`src/rtl/crc_err_tally.sv`:
```
module crc_err_tally #(
  parameter int CNT_W = 8
) (
  input  logic             clk,
  input  logic             rst,
  input  logic             link_up,
  input  logic             crc_err,
  input  logic             test_mode,
  input  logic             sw_clr,
  output logic [CNT_W-1:0] func_count,
  output logic [CNT_W-1:0] test_count
);
  localparam logic [CNT_W-1:0] CNT_MAX = {CNT_W{1'b1}};

  logic test_q;
  logic entry;
  logic wipe;
  logic hit;

  assign entry = test_mode & ~test_q;
  assign wipe  = sw_clr | entry;
  assign hit   = link_up & crc_err;

  always_ff @(posedge clk) begin
    if (rst) test_q <= 1'b0;
    else     test_q <= test_mode;
  end

  always_ff @(posedge clk) begin
    if (rst || wipe)                      func_count <= '0;
    else if (hit && func_count != CNT_MAX) func_count <= func_count + 1'b1;
  end

  always_ff @(posedge clk) begin
    if (rst || wipe)                                   test_count <= '0;
    else if (hit && test_mode && test_count != CNT_MAX) test_count <= test_count + 1'b1;
  end

  AST_RESET_ZERO: assert property (@(posedge clk) rst |=> (func_count == '0 && test_count == '0));
  AST_NO_LOCK_HOLD: assert property (@(posedge clk) disable iff (rst)
    (!link_up && !sw_clr && !entry) |=> ($stable(func_count) && $stable(test_count)));
  AST_NO_OVERFLOW: assert property (@(posedge clk) disable iff (rst)
    (func_count == CNT_MAX && !sw_clr && !entry) |=> func_count == CNT_MAX);
  AST_STEP_ONE: assert property (@(posedge clk) disable iff (rst)
    (!sw_clr && !entry) |=> (func_count == $past(func_count) || func_count == $past(func_count) + 1'b1));
  AST_TEST_IDLE: assert property (@(posedge clk) disable iff (rst)
    (!test_mode && !sw_clr) |=> $stable(test_count));
  AST_ENTRY_CLEAR: assert property (@(posedge clk) disable iff (rst)
    (test_mode && !test_q) |=> (func_count == '0 && test_count == '0));
  AST_SW_CLEAR: assert property (@(posedge clk) disable iff (rst)
    sw_clr |=> (func_count == '0 && test_count == '0));
endmodule

```
`config.mk`:
```
export PLATFORM = sky130hd
export DESIGN_NAME = crc_err_tally
export DESIGN_NICKNAME = d
export VERILOG_FILES = /design/src/rtl/crc_err_tally.sv
export SDC_FILE = /design/constraint.sdc
export NUM_CORES = 1
export LEC_CHECK = 0
export ABC_CLOCK_PERIOD_IN_PS = 2000
export BUFFER_PORTS_ARGS = -buffer_cell sky130_fd_sc_hd__buf_2
export CELL_PAD_IN_SITES_DETAIL_PLACEMENT = 2
export CELL_PAD_IN_SITES_GLOBAL_PLACEMENT = 2
export CORE_MARGIN = 3
export CORE_UTILIZATION = 31
export DETAILED_ROUTE_END_ITERATION = 6
export GPL_TIMING_DRIVEN = 0
export PLACE_DENSITY_LB_ADDON = 0.1
export SYNTH_ARGS = -nofsm -noshare
export SYNTH_HDL_FRONTEND = slang
export SYNTH_SLANG_ARGS = --single-unit
```
`constraint.sdc`:
```
create_clock -name clk -period 2 [get_ports clk]
set_input_delay 0.1 -clock clk [delete_from_list [all_inputs] [get_ports clk]]
set_output_delay 0.1 -clock clk [all_outputs]
set_load 0.01 [all_outputs]
```
==> qor.txt, run 1 <==
Synth warnings - 0
initial antenna violation count - 0
Mapped Area - 932.1 um2
Setup Buffers After CTS - 0
Synth Net Count - 110
Worst Path Class, Setup - register to register
vias in the first global route - 948
leakage - 0.4024 nW
GRT overflow - 0
drt wl/cell - 18.16 um
Ports - 22
vias per cell - 6.058
fin. max-slew vios - 0
routing usage on met2 - 0.2611
critical path fanouts, max - 6
Fin. Hold Viols - 0
fmax - 0.5996 GHz
GR Util met1 - 0.2500
CP max stage cell - a2111oi_0
First-pass DRT Iterations - 2
initial drt markers - 40
Least-Margin Pin Slew - 0.5454 ns
Final Core Density - 0.3898
post-DP HPWL - 2.113 mm
fin crit period - 1.668 ns
Power Dens Cells - 528.2 nW/um2
Yosys cell types - 29
sequential share of the synthesized area - 0.3651
Avg Synthesized Cell Area - 9.139 um2
clk_skew - 0.002881 ns
Hold Crit Class - input port to register
crit start category - register
RSZ-0062 raised after global routing - false
crit-path max cell delay - 0.51 ns
row count - 19
setup_tns - 0 ns
residual DRC count - 0
die height - 60.84 um
Placed Cells incl. Taps - 152
DIE WIDTH - 60.84 um
Crit. End Element - register
busiest layer in global routing - met2
global-route wire length before repair - 4.733 mm
post-route worst setup slack - 0.3321 ns
TritonCTS clock tree - built
total wire length - 2.833 mm
placed instance area - 1066 um2
crit path launch - func_count[0]
Area Overhead vs Synth - 17.32%
Critical Path RT - 2.17 ns
M3 GR Usage - 0.03830
worst slack at placement - 0.3585 ns
clk_lat worst skew - 0.29 ns
clock-pin slew on the worst setup and hold paths - 0.10 ns
Tcrit/Tclk final - 0.8339
RD Place Congestion - 0.7743
Syn Inst Count - 102
Layout Cells excl Fill - 156
worst hold slack - 0.02389 ns
Antenna Cells - 0
Tot Pwr - 577.6 uW
CP arrival - 1.84 ns
RR Startpoint - func_count[0]
Fillers - 349
register area - 340.3 um2
Nets - 134
R2R Setup Slk - 0.33 ns
worst path cell trace - ha_1 -> and4_1 -> a2111oi_0 -> nor3_1
reg2reg path depth - 4
#FFs+latches synth - 17
Initial Util - 0.3323
DRT antenna net count - 0
CTS sink cnt - 17
MaxCap Viol Count - 0
# H-tree levels - 1
Slew HR - 0.6363
CTS root buf - clkbuf_4
largest net degree at the start of global routing - 11
vias - 945
proportion of layout cells with a drive suffix above 1 - 0.2400
FF-to-FF End - func_count[3]
status - completed
core area - 2805 um2
hold_buf cts - 0
Multi-input gate area - 551.8 um2
CTS max path bufs - 2
Die ar. - 3701 um2
post-route cell area - 1094 um2
setup violators final - 0
CP endpoint - func_count[3]
Num CTS Buffers - 3
worst-case vdd ir drop - 0.0002250 V
input/output buffers - 19
All-Layer GR Usage - 0.1738
post-CTS sizing - 0
==> sequential cells by signal, summed over array words and instances (netlist names) <==
signal,count
func_count,8
test_count,8
test_q,1
==> placed cells by master (no fill, tap or decap) <==
master / n
mux2i_1: 6
nor2b_4: 1
nand3b_1: 8
o21ai_0: 1
clkbuf_4: 3
nor3b_1: 1
nand4_1: 6
a211oi_1: 8
a41oi_1: 3
a2111oi_0: 1
and3_1: 3
buf_2: 21
nor2_1: 1
and2_1: 1
nor4b_1: 2
a21oi_1: 7
clkinv_2: 1
ha_1: 2
and4_2: 1
or4_1: 4
inv_1: 5
nor3_1: 6
o31a_1: 1
buf_6: 1
dfxtp_1: 17
and4_1: 3
nand3_1: 4
nor2_2: 1
o21ai_2: 1
nand2_1: 2
nor4_1: 3
==> metal layers <==
metal,routed length (um),part of all wire
met2,1275,0.45
met5,0,0
met3,83,0.029
met1,1444,0.51
met4,29,0.010
==> kinds of logic (layout without fill, tap and decap cells) <==
| kind of cell | Yosys count | in the layout | share of synthesized area |
|---|---|---|---|
| adders and majority gates | 2 | 2 | 0.02684 |
| DFF | 17 | 17 | 0.3651 |
| and+or+nand+nor | 47 | 47 | 0.3369 |
| muxes | 6 | 6 | 0.06443 |
| AOI/OAI and AO/OA | 22 | 22 | 0.1638 |
| buffers and inverters | 8 | 31 | 0.04295 |
==> cell usage after synthesis (all sizes together) <==
cell type,count,share of area
dfxtp,17,0.37
a211oi,8,0.064
nand3b,8,0.064
a21oi,7,0.038
mux2i,6,0.064
nand4,6,0.040
nor3,6,0.032
inv,5,0.020
and4,4,0.039
nand3,4,0.021
or4,4,0.032
a41oi,3,0.028
and3,3,0.020
buf,3,0.023
nor4,3,0.020
ha,2,0.027
nand2,2,0.0081
nor2,2,0.011
nor4b,2,0.019
o21ai,2,0.015
a2111oi,1,0.0094
and2,1,0.0067
nor2b,1,0.015
nor3b,1,0.0081
o31a,1,0.0094
==> critical path, delay by kind of cell (launching register included) <==
family	cells	cell delay, ns
and+or+nand+nor	2	0.37
AOI/OAI and AO/OA	1	0.51
adders and majority gates	1	0.28
DFF	1	0.38
==> power by group <==
| group | total (mW) | internal, mW | switching [mW] |
|---|---|---|---|
| clock network | 0.189 | 0.0744 | 0.114 |
| registers | 0.343 | 0.340 | 0.00251 |
| logic | 0.0461 | 0.0180 | 0.0281 |
==> final cells by class <==
class / instances / area share
inverter: 5 / 0.01716
buffer: 3 / 0.01945
clock inverter: 1 / 0.004577
timing repair buffer: 19 / 0.08696
tap: 31 / 0.03547
clock buffer: 3 / 0.02059
multi-input combinational: 77 / 0.5046
sequential: 17 / 0.3112
==> worst min-delay path by stage <==
stage | start | to | depth (start not counted)
CTS | rst | test_q | 2
global placement | rst | test_q | 2
detailed placement | rst | test_q | 2
finish | rst | test_q | 2
global route | rst | test_q | 2
floorplan | rst | test_q | 1
Note: power is estimated with default switching activity, not from simulation.
==> run 2: changes to the inputs <==
Settings changed: ABC_CLOCK_PERIOD_IN_PS 2000 to 1500, CORE_UTILIZATION 31 to 28.
Clock period 2 ns to 1.5 ns, I/O delays scaled along.
==> qor.txt, run 2 (synthesis gave the netlist of run 1 again) <==
status - completed (unchanged)
FF-to-FF End - func_count[0] (was func_count[3])
Nets - 135 (was 134)
leakage - 0.4025 nW (was 0.4024 nW)
initial drt markers - 32 (was 40)
DRT antenna net count - 0 (unchanged)
Placed Cells incl. Taps - 165 (was 152)
Slew HR - 0.6687 (was 0.6363)
Crit. End Element - register (unchanged)
worst-case vdd ir drop - 0.0003041 V (was 0.0002250 V)
setup_tns - 0 ns (unchanged)
Hold Crit Class - input port to register (unchanged)
drt wl/cell - 16.78 um (was 18.16 um)
R2R Setup Slk - 0.03 ns (was 0.33 ns)
Ports - 22 (unchanged)
CTS max path bufs - 2 (unchanged)
MaxCap Viol Count - 0 (unchanged)
sequential share of power - 0.578 (was 0.594)
# H-tree levels - 1 (unchanged)
die height - 63.70 um (was 60.84 um)
DIE WIDTH - 63.70 um (was 60.84 um)
hold path startpoint - test_mode (was rst)
crit start category - register (unchanged)
initial antenna violation count - 0 (unchanged)
reg2reg path depth - 4 (unchanged)
clk_lat worst skew - 0.30 ns (was 0.29 ns)
clk_skew - 0.004051 ns (was 0.002881 ns)
Die ar. - 4058 um2 (was 3701 um2)
switching share of total power - 0.2676 (was 0.2508)
crit-path max cell delay - 0.37 ns (was 0.51 ns)
TritonCTS clock tree - built (unchanged)
RD Place Congestion - 0.8131 (was 0.7743)
input/output buffers - 19 (unchanged)
CTS sink cnt - 17 (unchanged)
Comb pwr share - 0.081 (was 0.080)
Final Core Density - 0.3726 (was 0.3898)
CP max stage cell - dfxtp_2 (was a2111oi_0)
GRT overflow - 0 (unchanged)
CP arrival - 1.70 ns (was 1.84 ns)
post-route cell area - 1156 um2 (was 1094 um2)
RSZ-0062 raised after global routing - true (was false)
hold path depth - 3 (was 2)
proportion of layout cells with a drive suffix above 1 - 0.3016 (was 0.2400)
Least-Margin Pin Slew - 0.4969 ns (was 0.5454 ns)
fin crit period - 1.470 ns (was 1.668 ns)
post-DP HPWL - 2.170 mm (was 2.113 mm)
Num CTS Buffers - 3 (unchanged)
clock-pin slew on the worst setup and hold paths - 0.12 ns (was 0.10 ns)
critical path fanouts, max - 6 (unchanged)
Area Overhead vs Synth - 24.03% (was 17.32%)
most common cell after layout, fill and taps aside - buf_2 (unchanged)
CTS root buf - clkbuf_4 (unchanged)
Initial Util - 0.3004 (was 0.3323)
Tcrit/Tclk final - 0.9797 (was 0.8339)
setup violators final - 0 (unchanged)
vias per cell - 5.571 (was 6.058)
Layout Cells excl Fill - 170 (was 156)
clock power share - 0.341 (was 0.327)
Fin. Hold Viols - 0 (unchanged)
total wire length - 2.853 mm (was 2.833 mm)
most frequent cells in the layout - buf_2, dfxtp_1, nand3b_1 (was buf_2, dfxtp_1, nand3b_1, a211oi_1, a21oi_1)
Tot Pwr - 791.6 uW (was 577.6 uW)
placed instance area - 1082 um2 (was 1066 um2)
Hold Crit Endpoint - test_q (unchanged)
worst path cell trace - ha_2 -> and4_2 -> a21oi_1 -> mux2i_1 (was ha_1 -> and4_1 -> a2111oi_0 -> nor3_1)
fmax - 0.6805 GHz (was 0.5996 GHz)
internal power - 579.8 uW (was 432.7 uW)
First-pass DRT Iterations - 4 (was 2)
fin. max-slew vios - 0 (unchanged)
row count - 20 (was 19)
core area - 3103 um2 (was 2805 um2)
RR Startpoint - func_count[0] (unchanged)
vias in the first global route - 1000 (was 948)
vias - 947 (was 945)
Critical Path RT - 1.73 ns (was 2.17 ns)
top flop regs - func_count: 8 flops, test_count: 8 flops, test_q: 1 flops (unchanged)
Antenna Cells - 0 (unchanged)
global-route wire length before repair - 4.995 mm (was 4.733 mm)
Power Dens Cells - 684.7 nW/um2 (was 528.2 nW/um2)
All-Layer GR Usage - 0.1532 (was 0.1738)
NetSw - 211.8 uW (was 144.8 uW)
Worst Path Class, Setup - register to register (unchanged)
residual DRC count - 0 (unchanged)
largest net degree at the start of global routing - 11 (unchanged)
## run 2: how the worst max path moves through the flow
stage                       start       endpoint  slack, ns
floorplan           func_count[0]  func_count[3]       0.07
global placement    func_count[0]  func_count[3]      -0.04
detailed placement  func_count[0]  func_count[3]      -0.14
CTS                 func_count[0]  func_count[0]       0.02
global route        func_count[1]  func_count[3]      -0.05
finish              func_count[0]  func_count[0]       0.03
## run 2: what timing repair did
action | 4_1_cts | 5_1_grt
resized for setup | 7 | 3
pin swaps | 0 | 1
setup endpoints to repair | 6 | 7
hold buffers | 1 | 0
endpoints found under the hold margin | 1 | 0
setup buffers | 0 | 0
## run 2: power groups by stage
stage               Clock [mW]  Sequential [mW]  Combinational, mW
global route             0.314            0.458             0.0705
floorplan                    0            0.467             0.0393
CTS                      0.281            0.458             0.0644
global placement             0            0.467             0.0600
finish                   0.270            0.458             0.0643
detailed placement           0            0.468             0.0617
## run 2: layer usage
metal | track usage | wire (um)
met2 | 0.2503 | 1386
met5 | 0 | 0
met1 | 0.2095 | 1375
met3 | 0.02139 | 62
met4 | 0.04043 | 29
## run 2: layout make-up
cell class | instances | area, um2
inverter | 5 | 18.77
timing repair buffer | 20 | 105.1
clock buffer | 3 | 22.52
tap | 44 | 55.05
buffer | 3 | 21.27
multi-input combinational | 77 | 586.8
sequential | 17 | 341.6
fill | 376 | 1947
clock inverter | 1 | 5.005
## run 2: per-stage QoR
| stage | hold slack, ns | setup slack (ns) |
|---|---|---|
| global route | 0.07528 | -0.05108 |
| global placement | 0.3094 | -0.04445 |
| finish | 0.07606 | 0.03044 |
| CTS | 0.06771 | 0.01675 |
| floorplan | 0.1417 | 0.06846 |
| detailed placement | 0.3200 | -0.1370 |
## run 2: critical path, delay by kind of cell, from the launching register on
kind | cells | cell delay, ns
muxes | 1 | 0.23
adders and majority gates | 1 | 0.21
AOI/OAI and AO/OA | 1 | 0.31
and+or+nand+nor | 1 | 0.29
DFF | 1 | 0.37
==> run 3: changes to the inputs <==
Settings changed: CTS_CLUSTER_DIAMETER set to 120, SETUP_SLACK_MARGIN set to 0.15.
==> qor.txt, run 3 (synthesis gave the netlist of run 1 again) <==
RD Place Congestion - 0.7245 (was 0.8131)
post-DP HPWL - 2.023 mm (was 2.170 mm)
Slew HR - 0.6560 (was 0.6687)
crit start category - register (unchanged)
CP arrival - 1.53 ns (was 1.70 ns)
initial antenna violation count - 0 (unchanged)
row count - 20 (unchanged)
fin crit period - 1.368 ns (was 1.470 ns)
leakage - 0.4236 nW (was 0.4025 nW)
clk_lat worst skew - 0.29 ns (was 0.30 ns)
Least-Margin Pin Slew - 0.5160 ns (was 0.4969 ns)
fin. max-slew vios - 0 (unchanged)
clk_skew - 0.004206 ns (was 0.004051 ns)
Num CTS Buffers - 3 (unchanged)
Fin. Hold Viols - 0 (unchanged)
fmax - 0.7312 GHz (was 0.6805 GHz)
proportion of layout cells with a drive suffix above 1 - 0.4031 (was 0.3016)
core area - 3103 um2 (unchanged)
CTS sink cnt - 17 (unchanged)
First-pass DRT Iterations - 4 (unchanged)
RSZ-0062 raised after global routing - true (unchanged)
Initial Util - 0.3004 (unchanged)
All-Layer GR Usage - 0.1544 (was 0.1532)
initial drt markers - 30 (was 32)
reg2reg path depth - 4 (unchanged)
global-route wire length before repair - 5.126 mm (was 4.995 mm)
R2R Setup Slk - 0.13 ns (was 0.03 ns)
RR Startpoint - func_count[0] (unchanged)
FF-to-FF End - func_count[3] (was func_count[0])
MaxCap Viol Count - 0 (unchanged)
Crit. End Element - register (unchanged)
CTS root buf - clkbuf_4 (unchanged)
Antenna Cells - 0 (unchanged)
clock-pin slew on the worst setup and hold paths - 0.11 ns (was 0.12 ns)
Die ar. - 4058 um2 (unchanged)
input/output buffers - 19 (unchanged)
critical path fanouts, max - 5 (was 6)
TritonCTS clock tree - built (unchanged)
vias in the first global route - 1009 (was 1000)
vias per cell - 5.642 (was 5.571)
Power Dens Cells - 619.2 nW/um2 (was 684.7 nW/um2)
Critical Path RT - 1.66 ns (was 1.73 ns)
GRT overflow - 0 (unchanged)
DRT antenna net count - 0 (unchanged)
setup violators final - 0 (unchanged)
# H-tree levels - 1 (unchanged)
Placed Cells incl. Taps - 165 (unchanged)
Nets - 138 (was 135)
worst-case vdd ir drop - 0.0002885 V (was 0.0003041 V)
hold path startpoint - test_mode (unchanged)
Worst Path Class, Setup - register to register (unchanged)
DIE WIDTH - 63.70 um (unchanged)
Layout Cells excl Fill - 173 (was 170)
die height - 63.70 um (unchanged)
Tcrit/Tclk final - 0.9118 (was 0.9797)
residual DRC count - 0 (unchanged)
setup_tns - 0 ns (unchanged)
vias - 976 (was 947)
Hold Crit Class - input port to register (unchanged)
largest net degree at the start of global routing - 11 (unchanged)
top flop regs - func_count: 8 flops, test_count: 8 flops, test_q: 1 flops (unchanged)
total wire length - 2.949 mm (was 2.853 mm)
Final Core Density - 0.4052 (was 0.3726)
Hold Crit Endpoint - test_q (unchanged)
worst hold slack - 0.08102 ns (was 0.07606 ns)
most frequent cells in the layout - buf_2, dfxtp_1, nand3b_1 (unchanged)
Ports - 22 (unchanged)
drt wl/cell - 17.05 um (was 16.78 um)
Area Overhead vs Synth - 34.90% (was 24.03%)
most common cell after layout, fill and taps aside - buf_2 (unchanged)
hold path depth - 3 (unchanged)
CTS max path bufs - 2 (unchanged)
status - completed (unchanged)
-- run 3: cell count changes in the layout (fill, tap and decap cells not counted), sizes merged --
cell / before / now
buf: 22 / 25
-- run 3: where the power goes --
group / internal, mW / switching, mW / total (mW)
logic: 0.0285 / 0.0402 / 0.0687
registers: 0.449 / 0.00325 / 0.452
clock network: 0.0990 / 0.158 / 0.258
total: 0.577 / 0.202 / 0.779
-- run 3: worst max-delay path, stage by stage, from the launching register on --
cell and delay [ns]:
dfxtp_4 0.38, buf_6 0.11, nand4_1 0.26, a2111oi_4 0.40, nor3_1 0.08
-- run 3: final cells by class --
cell class                 instances  area, um2
sequential                        17      356.6
tap                               44      55.05
inverter                           5      18.77
clock inverter                     1      5.005
timing repair buffer              23      131.4
fill                             384       1846
buffer                             3      21.27
multi-input combinational         77      646.9
clock buffer                       3      22.52
-- run 3: worst max-delay path by stage --
stage                     cells past startpoint             to           from  slack [ns]
after CTS                                     4  test_count[0]  test_count[0]        0.15
after global placement                        4  test_count[0]  test_count[0]        0.04
after detailed placement                      4  test_count[0]  test_count[0]        0.02
after global routing                          4  func_count[3]  func_count[0]        0.10
after floorplan                               4  func_count[3]  func_count[0]        0.14
final                                         4  func_count[3]  func_count[0]        0.13
-- run 3: routing by layer --
layer	vias up	track usage	part of all wire	routed length (um)
met5	-	0	0	0
met1	485	0.2185	0.47	1380
met3	7	0.02496	0.029	86
li1	468	-	-	-
met2	16	0.2451	0.48	1426
met4	0	0.03235	0.019	57
-- run 3: metrics by stage --
step,instance area [um2],power (mW),setup slack [ns]
after global routing,1257,0.8258,0.1046
after CTS,1172,0.7928,0.1518
after floorplan,945.9,0.5071,0.1381
after detailed placement,1096,0.5286,0.02468
after global placement,1096,0.5279,0.03881
final,1257,0.7786,0.1323
-- run 3: what timing repair did --
action	in CTS	in global routing
resized for setup	10	17
hold endpoints to repair	1	0
pin swaps	1	3
endpoints found under the setup margin	11	11
gates cloned	0	0
hold buffers	1	0
buffers inserted	1	2
